## config.mk

```make
export PLATFORM = sky130hd
export DESIGN_NAME = chseq_top
export DESIGN_NICKNAME = d
export VERILOG_FILES = /design/src/rtl/chseq_pkg.sv /design/src/rtl/chseq_csedge.sv /design/src/rtl/chseq_cfg.sv /design/src/rtl/chseq_pick.sv /design/src/rtl/chseq_result.sv /design/src/rtl/chseq_top.sv
export SDC_FILE = /design/constraint.sdc
export NUM_CORES = 1
export LEC_CHECK = 0
export BUFFER_PORTS_ARGS = -buffer_cell sky130_fd_sc_hd__buf_2
export CORE_ASPECT_RATIO = 0.7
export CORE_UTILIZATION = 30
export DETAILED_ROUTE_END_ITERATION = 12
export MAX_ROUTING_LAYER = met4
export PLACE_DENSITY_LB_ADDON = 0.15
export SLEW_MARGIN = 20
export SYNTH_ARGS = -nofsm -noshare
export SYNTH_HDL_FRONTEND = slang
export SYNTH_SLANG_ARGS = --single-unit
```

## constraint.sdc

```tcl
create_clock -name clk -period 4.8 [get_ports clk]
set_input_delay 0.72 -clock clk [delete_from_list [all_inputs] [get_ports clk]]
set_output_delay 0.72 -clock clk [all_outputs]
set_load 0.03 [all_outputs]
```

## src/rtl/chseq_pkg.sv

```systemverilog
package chseq_pkg;

  // number of sequence slots: every analog channel plus the temperature slot
  function automatic int slot_count(int num_ch);
    return num_ch + 1;
  endfunction

  // output coding of a presented result
  typedef enum logic {
    CODE_STRAIGHT = 1'b0,
    CODE_TWOS     = 1'b1
  } code_e;

endpackage

```

## src/rtl/chseq_csedge.sv

```systemverilog
// Falling-edge detector for the synchronous chip select.
module chseq_csedge (
  input  logic clk,
  input  logic rst,
  input  logic cs_n,
  output logic fall
);

  logic cs_q;

  // cs_q follows cs_n even in reset so that a level held low across reset
  // release is not mistaken for an edge
  always_ff @(posedge clk) begin
    cs_q <= cs_n;
  end

  assign fall = cs_q & ~cs_n & ~rst;

endmodule

```

## src/rtl/chseq_cfg.sv

```systemverilog
// Control word: selection vector and restart flag.
module chseq_cfg #(
  parameter int NUM_CH = 8,
  parameter int NSLOT  = NUM_CH + 1
) (
  input  logic             clk,
  input  logic             rst,
  input  logic             we,
  input  logic [NUM_CH-1:0] mask_in,
  input  logic             temp_in,
  input  logic             fall,
  output logic [NSLOT-1:0] sel,
  output logic             restart
);

  logic [NUM_CH-1:0] mask_q;
  logic              temp_q;

  always_ff @(posedge clk) begin
    if (rst) begin
      mask_q  <= '0;
      temp_q  <= 1'b0;
      restart <= 1'b1;
    end else begin
      if (we) begin
        mask_q  <= mask_in;
        temp_q  <= temp_in;
        restart <= 1'b1;
      end else if (fall) begin
        restart <= 1'b0;
      end
    end
  end

  assign sel = {temp_q, mask_q};

endmodule

```

## src/rtl/chseq_pick.sv

```systemverilog
// Next-slot picker: lowest selected slot above the last one, else the lowest.
module chseq_pick #(
  parameter int NSLOT = 9,
  parameter int SL_W  = $clog2(NSLOT)
) (
  input  logic [NSLOT-1:0] sel,
  input  logic [SL_W-1:0]  last,
  input  logic             restart,
  output logic             any,
  output logic [SL_W-1:0]  nxt
);

  logic [NSLOT-1:0] above;
  logic [NSLOT-1:0] src;

  for (genvar g = 0; g < NSLOT; g++) begin : g_above
    localparam logic [SL_W-1:0] GI = SL_W'(g);
    assign above[g] = sel[g] && (GI > last);
  end

  assign src = (restart || (above == '0)) ? sel : above;
  assign any = (sel != '0);

  always_comb begin
    nxt = '0;
    for (int i = NSLOT - 1; i >= 0; i--) begin
      if (src[i]) nxt = SL_W'(i);
    end
  end

endmodule

```

## src/rtl/chseq_result.sv

```systemverilog
// One-frame result pipeline: capture on done, present on the next falling edge.
module chseq_result #(
  parameter int NUM_CH = 8,
  parameter int DATA_W = 12,
  parameter int SL_W   = 4,
  parameter int CH_W   = 3
) (
  input  logic              clk,
  input  logic              rst,
  input  logic              fall,
  input  logic              start_now,
  input  logic [SL_W-1:0]   slot_now,
  input  logic              conv_done,
  input  logic [DATA_W-1:0] conv_data,
  output logic              out_valid,
  output logic [CH_W-1:0]   out_chan,
  output logic              out_temp,
  output logic [DATA_W-1:0] out_data
);
  import chseq_pkg::*;

  localparam logic [SL_W-1:0] TEMP_SLOT = SL_W'(NUM_CH);

  logic              busy;
  logic              res_ok;
  logic [DATA_W-1:0] res_data;
  logic              p_started;
  logic [SL_W-1:0]   p_slot;
  logic              present;
  code_e             p_code;

  assign present = p_started & res_ok;
  assign p_code  = (p_slot == TEMP_SLOT) ? CODE_TWOS : CODE_STRAIGHT;

  always_ff @(posedge clk) begin
    if (rst) begin
      busy      <= 1'b0;
      res_ok    <= 1'b0;
      res_data  <= '0;
      p_started <= 1'b0;
      p_slot    <= '0;
      out_valid <= 1'b0;
      out_chan  <= '0;
      out_temp  <= 1'b0;
      out_data  <= '0;
    end else begin
      if (conv_done && busy) begin
        res_data <= conv_data;
        res_ok   <= 1'b1;
        busy     <= 1'b0;
      end
      if (fall) begin
        out_valid <= present;
        out_data  <= present ? res_data : '0;
        out_temp  <= present && (p_code == CODE_TWOS);
        out_chan  <= (present && (p_code == CODE_STRAIGHT)) ? p_slot[CH_W-1:0] : '0;
        res_ok    <= 1'b0;
        busy      <= start_now;
        p_started <= start_now;
        p_slot    <= slot_now;
      end
    end
  end

endmodule

```

## src/rtl/chseq_top.sv

```systemverilog
// Chip-select-driven channel sequencer, top level.
module chseq_top #(
  parameter int NUM_CH = 8,
  parameter int DATA_W = 12
) (
  input  logic                       clk,
  input  logic                       rst,
  input  logic                       cs_n,
  input  logic                       cfg_we,
  input  logic [NUM_CH-1:0]          cfg_mask,
  input  logic                       cfg_temp_en,
  output logic                       conv_start,
  output logic [$clog2(NUM_CH)-1:0]  conv_chan,
  output logic                       conv_temp,
  input  logic                       conv_done,
  input  logic [DATA_W-1:0]          conv_data,
  output logic                       out_valid,
  output logic [$clog2(NUM_CH)-1:0]  out_chan,
  output logic                       out_temp,
  output logic [DATA_W-1:0]          out_data
);

  localparam int CH_W  = $clog2(NUM_CH);
  localparam int NSLOT = chseq_pkg::slot_count(NUM_CH);
  localparam int SL_W  = $clog2(NSLOT);
  localparam logic [SL_W-1:0] TEMP_SLOT = SL_W'(NUM_CH);

  logic             fall;
  logic [NSLOT-1:0] sel;
  logic             restart;
  logic             any;
  logic [SL_W-1:0]  nxt;
  logic [SL_W-1:0]  last;

  chseq_csedge u_edge (
    .clk  (clk),
    .rst  (rst),
    .cs_n (cs_n),
    .fall (fall)
  );

  chseq_cfg #(.NUM_CH(NUM_CH), .NSLOT(NSLOT)) u_cfg (
    .clk     (clk),
    .rst     (rst),
    .we      (cfg_we),
    .mask_in (cfg_mask),
    .temp_in (cfg_temp_en),
    .fall    (fall),
    .sel     (sel),
    .restart (restart)
  );

  chseq_pick #(.NSLOT(NSLOT), .SL_W(SL_W)) u_pick (
    .sel     (sel),
    .last    (last),
    .restart (restart),
    .any     (any),
    .nxt     (nxt)
  );

  always_ff @(posedge clk) begin
    if (rst) begin
      conv_start <= 1'b0;
      conv_chan  <= '0;
      conv_temp  <= 1'b0;
      last       <= '0;
    end else begin
      conv_start <= fall && any;
      if (fall && any) begin
        conv_chan <= (nxt == TEMP_SLOT) ? '0 : nxt[CH_W-1:0];
        conv_temp <= (nxt == TEMP_SLOT);
        last      <= nxt;
      end
    end
  end

  chseq_result #(
    .NUM_CH (NUM_CH),
    .DATA_W (DATA_W),
    .SL_W   (SL_W),
    .CH_W   (CH_W)
  ) u_res (
    .clk       (clk),
    .rst       (rst),
    .fall      (fall),
    .start_now (any),
    .slot_now  (nxt),
    .conv_done (conv_done),
    .conv_data (conv_data),
    .out_valid (out_valid),
    .out_chan  (out_chan),
    .out_temp  (out_temp),
    .out_data  (out_data)
  );

endmodule

```

==> results of run 1 <==
-- metal layers --
metal  wire length [µm]  track usage, %
met1               3230            24.5
met3                471            4.02
met2               2320            19.2
met5                  0               -
met4                 28            3.35
-- flip-flops by register name, summed over array words and instances, names as in the netlist --
register         cells
u_res.p_slot         4
u_cfg.temp_q         1
u_res.res_data      12
u_res.busy           1
u_res.res_ok         1
u_res.out_data      12
last                 3
u_edge.cs_q          1
u_res.out_temp       1
u_res.out_chan       3
conv_start           1
u_cfg.restart        1
u_res.p_started      1
conv_temp            1
u_cfg.mask_q         8
conv_chan            3
u_res.out_valid      1
-- worst min-delay path by stage --
stage	endpoint	slack, ps	depth (start not counted)
floorplan	u_res.p_started$_SDFFE_PP0P_	420	2
global placement	u_res.out_valid$_SDFFE_PP0P_	430	1
detailed placement	u_res.p_started$_SDFFE_PP0P_	430	2
CTS	u_res.p_started$_SDFFE_PP0P_	450	2
global route	u_res.p_started$_SDFFE_PP0P_	460	2
finish	u_res.p_started$_SDFFE_PP0P_	450	2
-- cells in the final DEF, fill, tap and decap left out, types with 2 or more instances in the layout --
cell type  Yosys  final
clkbuf_8       0      5
nor3_1         5      5
a21o_1         3      3
a21oi_1       17     17
a2bb2oi_1      2      2
nor2b_1        2      2
dfxtp_1       55     55
nor2_1        21     21
a22o_1        17     17
a211oi_1       4      4
a221o_1        3      3
o21a_1         3      3
mux2i_1        9      9
o21ai_1        6      6
nand3_1        2      2
and3_1         2      2
a2111oi_0      4      4
nand2_1       43     43
nand2b_1       3      3
nand4_1        3      3
buf_2          0     47
inv_1          4      4
nor4_1         3      3
o31ai_1        2      2
o2bb2ai_1      3      3
-- kinds of logic after synthesis --
group	after synthesis	synth area share [%]
multiplexers	9	3.85
AO/OA/AOI/OAI	78	25.7
buffers and inverters	22	4.18
flip-flops	55	47.1
AND/OR/NAND/NOR	95	19.1
-- through the flow --
stage	hold WS, ps	area [µm²]	utilization, %	power (W)
final	447	2730	36.8	0.000899
after global routing	461	2730	36.8	0.000937
after CTS	452	2730	36.8	0.000908
after detailed placement	434	2620	35.3	0.000599
after global placement	432	2620	35.3	0.000601
after floorplan	416	2340	-	0.000567
-- report_power, final --
part           leakage, nW  switching, W  total, W  internal, W
registers            0.447     0.0000188  0.000489     0.000470
logic                0.623     0.0000613  0.000101    0.0000401
clock network       0.0502      0.000156  0.000309     0.000153
total                 1.12      0.000237  0.000899     0.000663
-- worst max-delay path, cell delays in order (launching register included) --
cell and delay [ps]:
dfxtp_1 490, or3b_4 450, a32o_2 310, a31oi_4 270
a221oi_2 160, or4_4 580, o21ai_1 130
-- cell type report --
| class | instances | area (µm²) | area share, % |
|---|---|---|---|
| clock buffer | 5 | 68.8 | 2.52 |
| clock inverter | 2 | 37.5 | 1.38 |
| inverter | 4 | 15.0 | 0.551 |
| multi-input combinational | 182 | 1140 | 41.8 |
| sequential | 55 | 1100 | 40.4 |
| tap | 98 | 123 | 4.50 |
| timing repair buffer | 48 | 243 | 8.90 |
==> flow_summary.yaml, run 1 <==
floorplan:
  fp.coreArea_mm2: 0.00742
  num_rows: 26
  die_y_um: 75.9
  die_w_um: 107
  ioPinCount: 48
  start_util_pct: 31.5
  dieArea_mm2: 0.00815
worst_setup_path:
  crit_required_ps: 5040
  criticalPathCategory: "register to register"
  reg2reg_depth: 6
  cp_max_fo: 16
  cp-end-kind: "register"
  r2r_slack_ps: 2350
  endpoint: "conv_temp$_SDFFE_PP0P_"
  crit_path_start_kind: "register"
  timing.rr.start: "last[1]$_SDFFE_PP0P_"
  rr_endpoint: "conv_temp$_SDFFE_PP0P_"
  arrival_ps: 2690
  startpoint: "last[1]$_SDFFE_PP0P_"
synth:
  synth.most_common_cell: "dfxtp_1"
  syn_avg_cell_area_um2: 9.02
  synth_largest_area_cell: "dfxtp_1"
  synth_cell_types: 52
  syn_area_mm2: 0.00234
  syn_nets: 285
  synth_seq_cells: 55
  ys_top_cells_by_count: "dfxtp_1 (55), nand2_1 (43), nor2_1 (21), a21oi_1 (17), a22o_1 (17)"
  ys.flop_type: "dfxtp_1"
  yosys_warnings: 0
  netlist_instances: 259
  synth_area_leaders: "dfxtp_1 (47%), nand2_1 (6.9%), a22o_1 (6.4%)"
  synth-edff-count: 0
  synth-async-reset-ratio_pct: 0
  seq_area_frac_synth_pct: 47.1
  synth_top_area_share_pct: 47.1
clock_tree:
  cts-buffers-inserted: 5
  cts_root_buf: "clkbuf_8"
  htree_num_levels: 2
  cts_resized: 0
  cts_tree: "yes"
  clkSlewWorstSetupHoldPaths_ps: 100
  cts.sinks: 55
  postCtsHoldBufs: 0
  ctsLongestPathBuffers: 2
  clock_latency_ps: 310
  post_cts_buffers: 0
route:
  routedWlPerCell_um: 15.4
  drt-total-wl_mm: 6.05
  via_per_inst: 5.06
  ant_nets: 0
  post-route-drc-count: 0
  drtIter0Drc: 204
  drtPass1Iterations: 4
  via_count: 1995
timing:
  fin_crit_ps: 2450
  fin_setup_tns_ps: 0
  relSlewSlack_pct: 53.4
  period_share_pct: 51.0
  drv_slew: 0
  setup_viol: 0
  worstMarginPinSlew_ps: 700
  finalHoldViolations: 0
  clock_skew_ps: 8.41
  rsz0062_at_grt: "no"
  clock.fmax_mhz: 408
  setup_slack_ps: 2350
hold_path:
  min_from: "u_res.p_started$_SDFFE_PP0P_"
  min_path_type: "register to register"
placed_design:
  dp_hpwl_mm: 4.28
  routabilityCongestion: 0.902
  dp_slack_ps: 2340
  numPortBuffers: 47
  post-place-cells: 387
power:
  p_leak_nw: 1.12
  ir_drop_mv: 0.149
  power_density_mw_per_mm2: 330
flow_run:
  cap_violations: 0
layout:
  drive_gt1_share_pct: 21.3
  n_antenna_cell: 0
  fillers: 788
  area_delta_synth_final_pct: 16.6
  fin_cells: 394
  nNetsFinal: 322
global_route:
  grt_max_degree: 29
  grt_antenna_before_repair: 0
  overflow: 0
  track_usage_pct: 15.7
  grt_pass1_wl_mm: 9.43
  grt_pass1_vias: 1735
outcome:
  status: "complete, no violations"
No activity file was read; power rests on OpenSTA's default activity.
==> run 2: changes to the inputs <==
==> constraint.sdc (replaced) <==
create_clock -name clk -period 2.27 [get_ports clk]
set_input_delay 0.3405 -clock clk [delete_from_list [all_inputs] [get_ports clk]]
set_output_delay 0.3405 -clock clk [all_outputs]
set_load 0.03 [all_outputs]
==> flow_summary.yaml, run 2 (synthesis results as in run 1) <==
global_route:
  grt_max_degree: 27
  grt_antenna_before_repair: 0
  track_usage_pct: 16.6
  grt_pass1_wl_mm: 9.92
  grt_pass1_vias: 1855
  overflow: 0
clock_tree:
  clkSlewWorstSetupHoldPaths_ps: 100
  cts-buffers-inserted: 5
  cts_tree: "yes"
  postCtsHoldBufs: 0
  cts_root_buf: "clkbuf_8"
  clock_latency_ps: 310
  cts.sinks: 55
  htree_num_levels: 2
  ctsLongestPathBuffers: 2
power:
  p_int_w: 0.00146
  pwr-share-seq_pct: 51.2
  sw_frac_of_total_pct: 26.5
  p_sw_w: 0.000528
  ir_drop_mv: 0.409
  power_density_mw_per_mm2: 656
  p_leak_nw: 1.31
  p_comb_share_pct: 14.9
  clkPwrFrac_pct: 33.9
worst_setup_path:
  cp-end-kind: "register"
  crit_path_start_kind: "register"
  arrival_ps: 2420
  crit_required_ps: 2520
  criticalPathCategory: "register to register"
  cp_max_fo: 6
layout:
  area_delta_synth_final_pct: 29.8
  nNetsFinal: 356
  fin_cells: 429
  fillers: 773
  n_antenna_cell: 0
  final_common_cell: "dfxtp_1"
  multi_input_area_mm2: 0.00117
  drive_gt1_share_pct: 31.1
  final_cell_mix: "dfxtp_1 (53), buf_2 (47), nand2_1 (43)"
  ff_latch_area_mm2: 0.00111
  top_regs: "u_res.out_data: 12 flops, u_res.res_data: 12 flops, u_cfg.mask_q: 8 flops"
route:
  drt-total-wl_mm: 6.49
  via_per_inst: 4.98
  drtPass1Iterations: 4
  drtIter0Drc: 129
  routedWlPerCell_um: 15.1
  via_count: 2138
  ant_nets: 0
  post-route-drc-count: 0
floorplan:
  die_y_um: 75.9
  start_util_pct: 31.5
  fp.coreArea_mm2: 0.00742
  die_w_um: 107
  ioPinCount: 48
  num_rows: 26
  dieArea_mm2: 0.00815
flow_run:
  cap_violations: 0
timing:
  fin_setup_tns_ps: 0
  fin_hold_ws_ps: 140
  clock.fmax_mhz: 460
  drv_slew: 0
  finalHoldViolations: 0
  fin_crit_ps: 2170
  rsz0062_at_grt: "yes"
  worstMarginPinSlew_ps: 539
  setup_viol: 0
  period_share_pct: 95.7
  relSlewSlack_pct: 63.7
  clock_skew_ps: 6.84
placed_design:
  post-place-cells: 419
  dp_hpwl_mm: 4.77
  routabilityCongestion: 0.904
  numPortBuffers: 47
outcome:
  status: "complete, no violations"
hold_path:
  min_path_type: "input pin to register"
-- run 2: worst max-delay path, stage by stage, from the launching register on --
cell and delay (ps):
dfxtp_4 390, or3b_4 400, a32o_2 310, a31oi_4 180
a221oi_4 120, or4_4 580, o21ai_1 140
-- run 2: path summary, 6_finish.rpt --
check / end / slack (ps) / from / cells past startpoint
hold reg to reg: u_res.p_started$_SDFFE_PP0P_ / 440 / u_res.p_started$_SDFFE_PP0P_ / 2
setup / recovery: conv_temp$_SDFFE_PP0P_ / 100 / last[0]$_SDFFE_PP0P_ / 6
setup reg to reg: conv_temp$_SDFFE_PP0P_ / 100 / last[0]$_SDFFE_PP0P_ / 6
hold / removal: u_edge.cs_q$_DFF_P_ / 140 / cs_n / 1
-- run 2: timing repair --
| item | in CTS | in global routing |
|---|---|---|
| gates resized for setup | 1 | 8 |
| pin swaps | 0 | 1 |
| setup buffers | 0 | 2 |
| endpoints found under the setup margin | 1 | 10 |
-- run 2: stage by stage --
stage | worst slack, ps | instance area, µm² | total power [W] | utilization, %
2_1_floorplan | 115 | 2340 | 0.00120 | -
3_3_place_gp | -7.89 | 2870 | 0.00132 | 38.7
3_5_place_dp | -0.786 | 2870 | 0.00132 | 38.7
4_1_cts | 30.1 | 2990 | 0.00200 | 40.3
5_1_grt | -0.347 | 3030 | 0.00209 | 40.9
6_report | 98.1 | 3030 | 0.00199 | 40.9
-- run 2: power groups by stage --
stage	combinational, W	clock (W)	sequential (W)
2_1_floorplan	0.000161	0	0.00104
3_3_place_gp	0.000281	0	0.00104
3_5_place_dp	0.000279	0	0.00104
4_1_cts	0.000281	0.000701	0.00102
5_1_grt	0.000326	0.000738	0.00102
6_report	0.000296	0.000675	0.00102
-- run 2: final cells by class --
| type | count | area share, % |
|---|---|---|
| Clock buffer | 5 | 2.27 |
| Clock inverter | 3 | 1.57 |
| Inverter | 4 | 0.495 |
| Multi-Input combinational cell | 182 | 38.4 |
| Sequential cell | 55 | 36.5 |
| Tap cell | 98 | 4.04 |
| Timing Repair Buffer | 82 | 16.7 |
-- run 2: layer usage --
layer	vias to the layer above	global-route usage (%)	wire, µm
met5	-	-	0
met4	0	3.65	40
met3	5	3.93	301
met2	46	21.7	2570
met1	999	25.0	3580
li1	1088	-	-
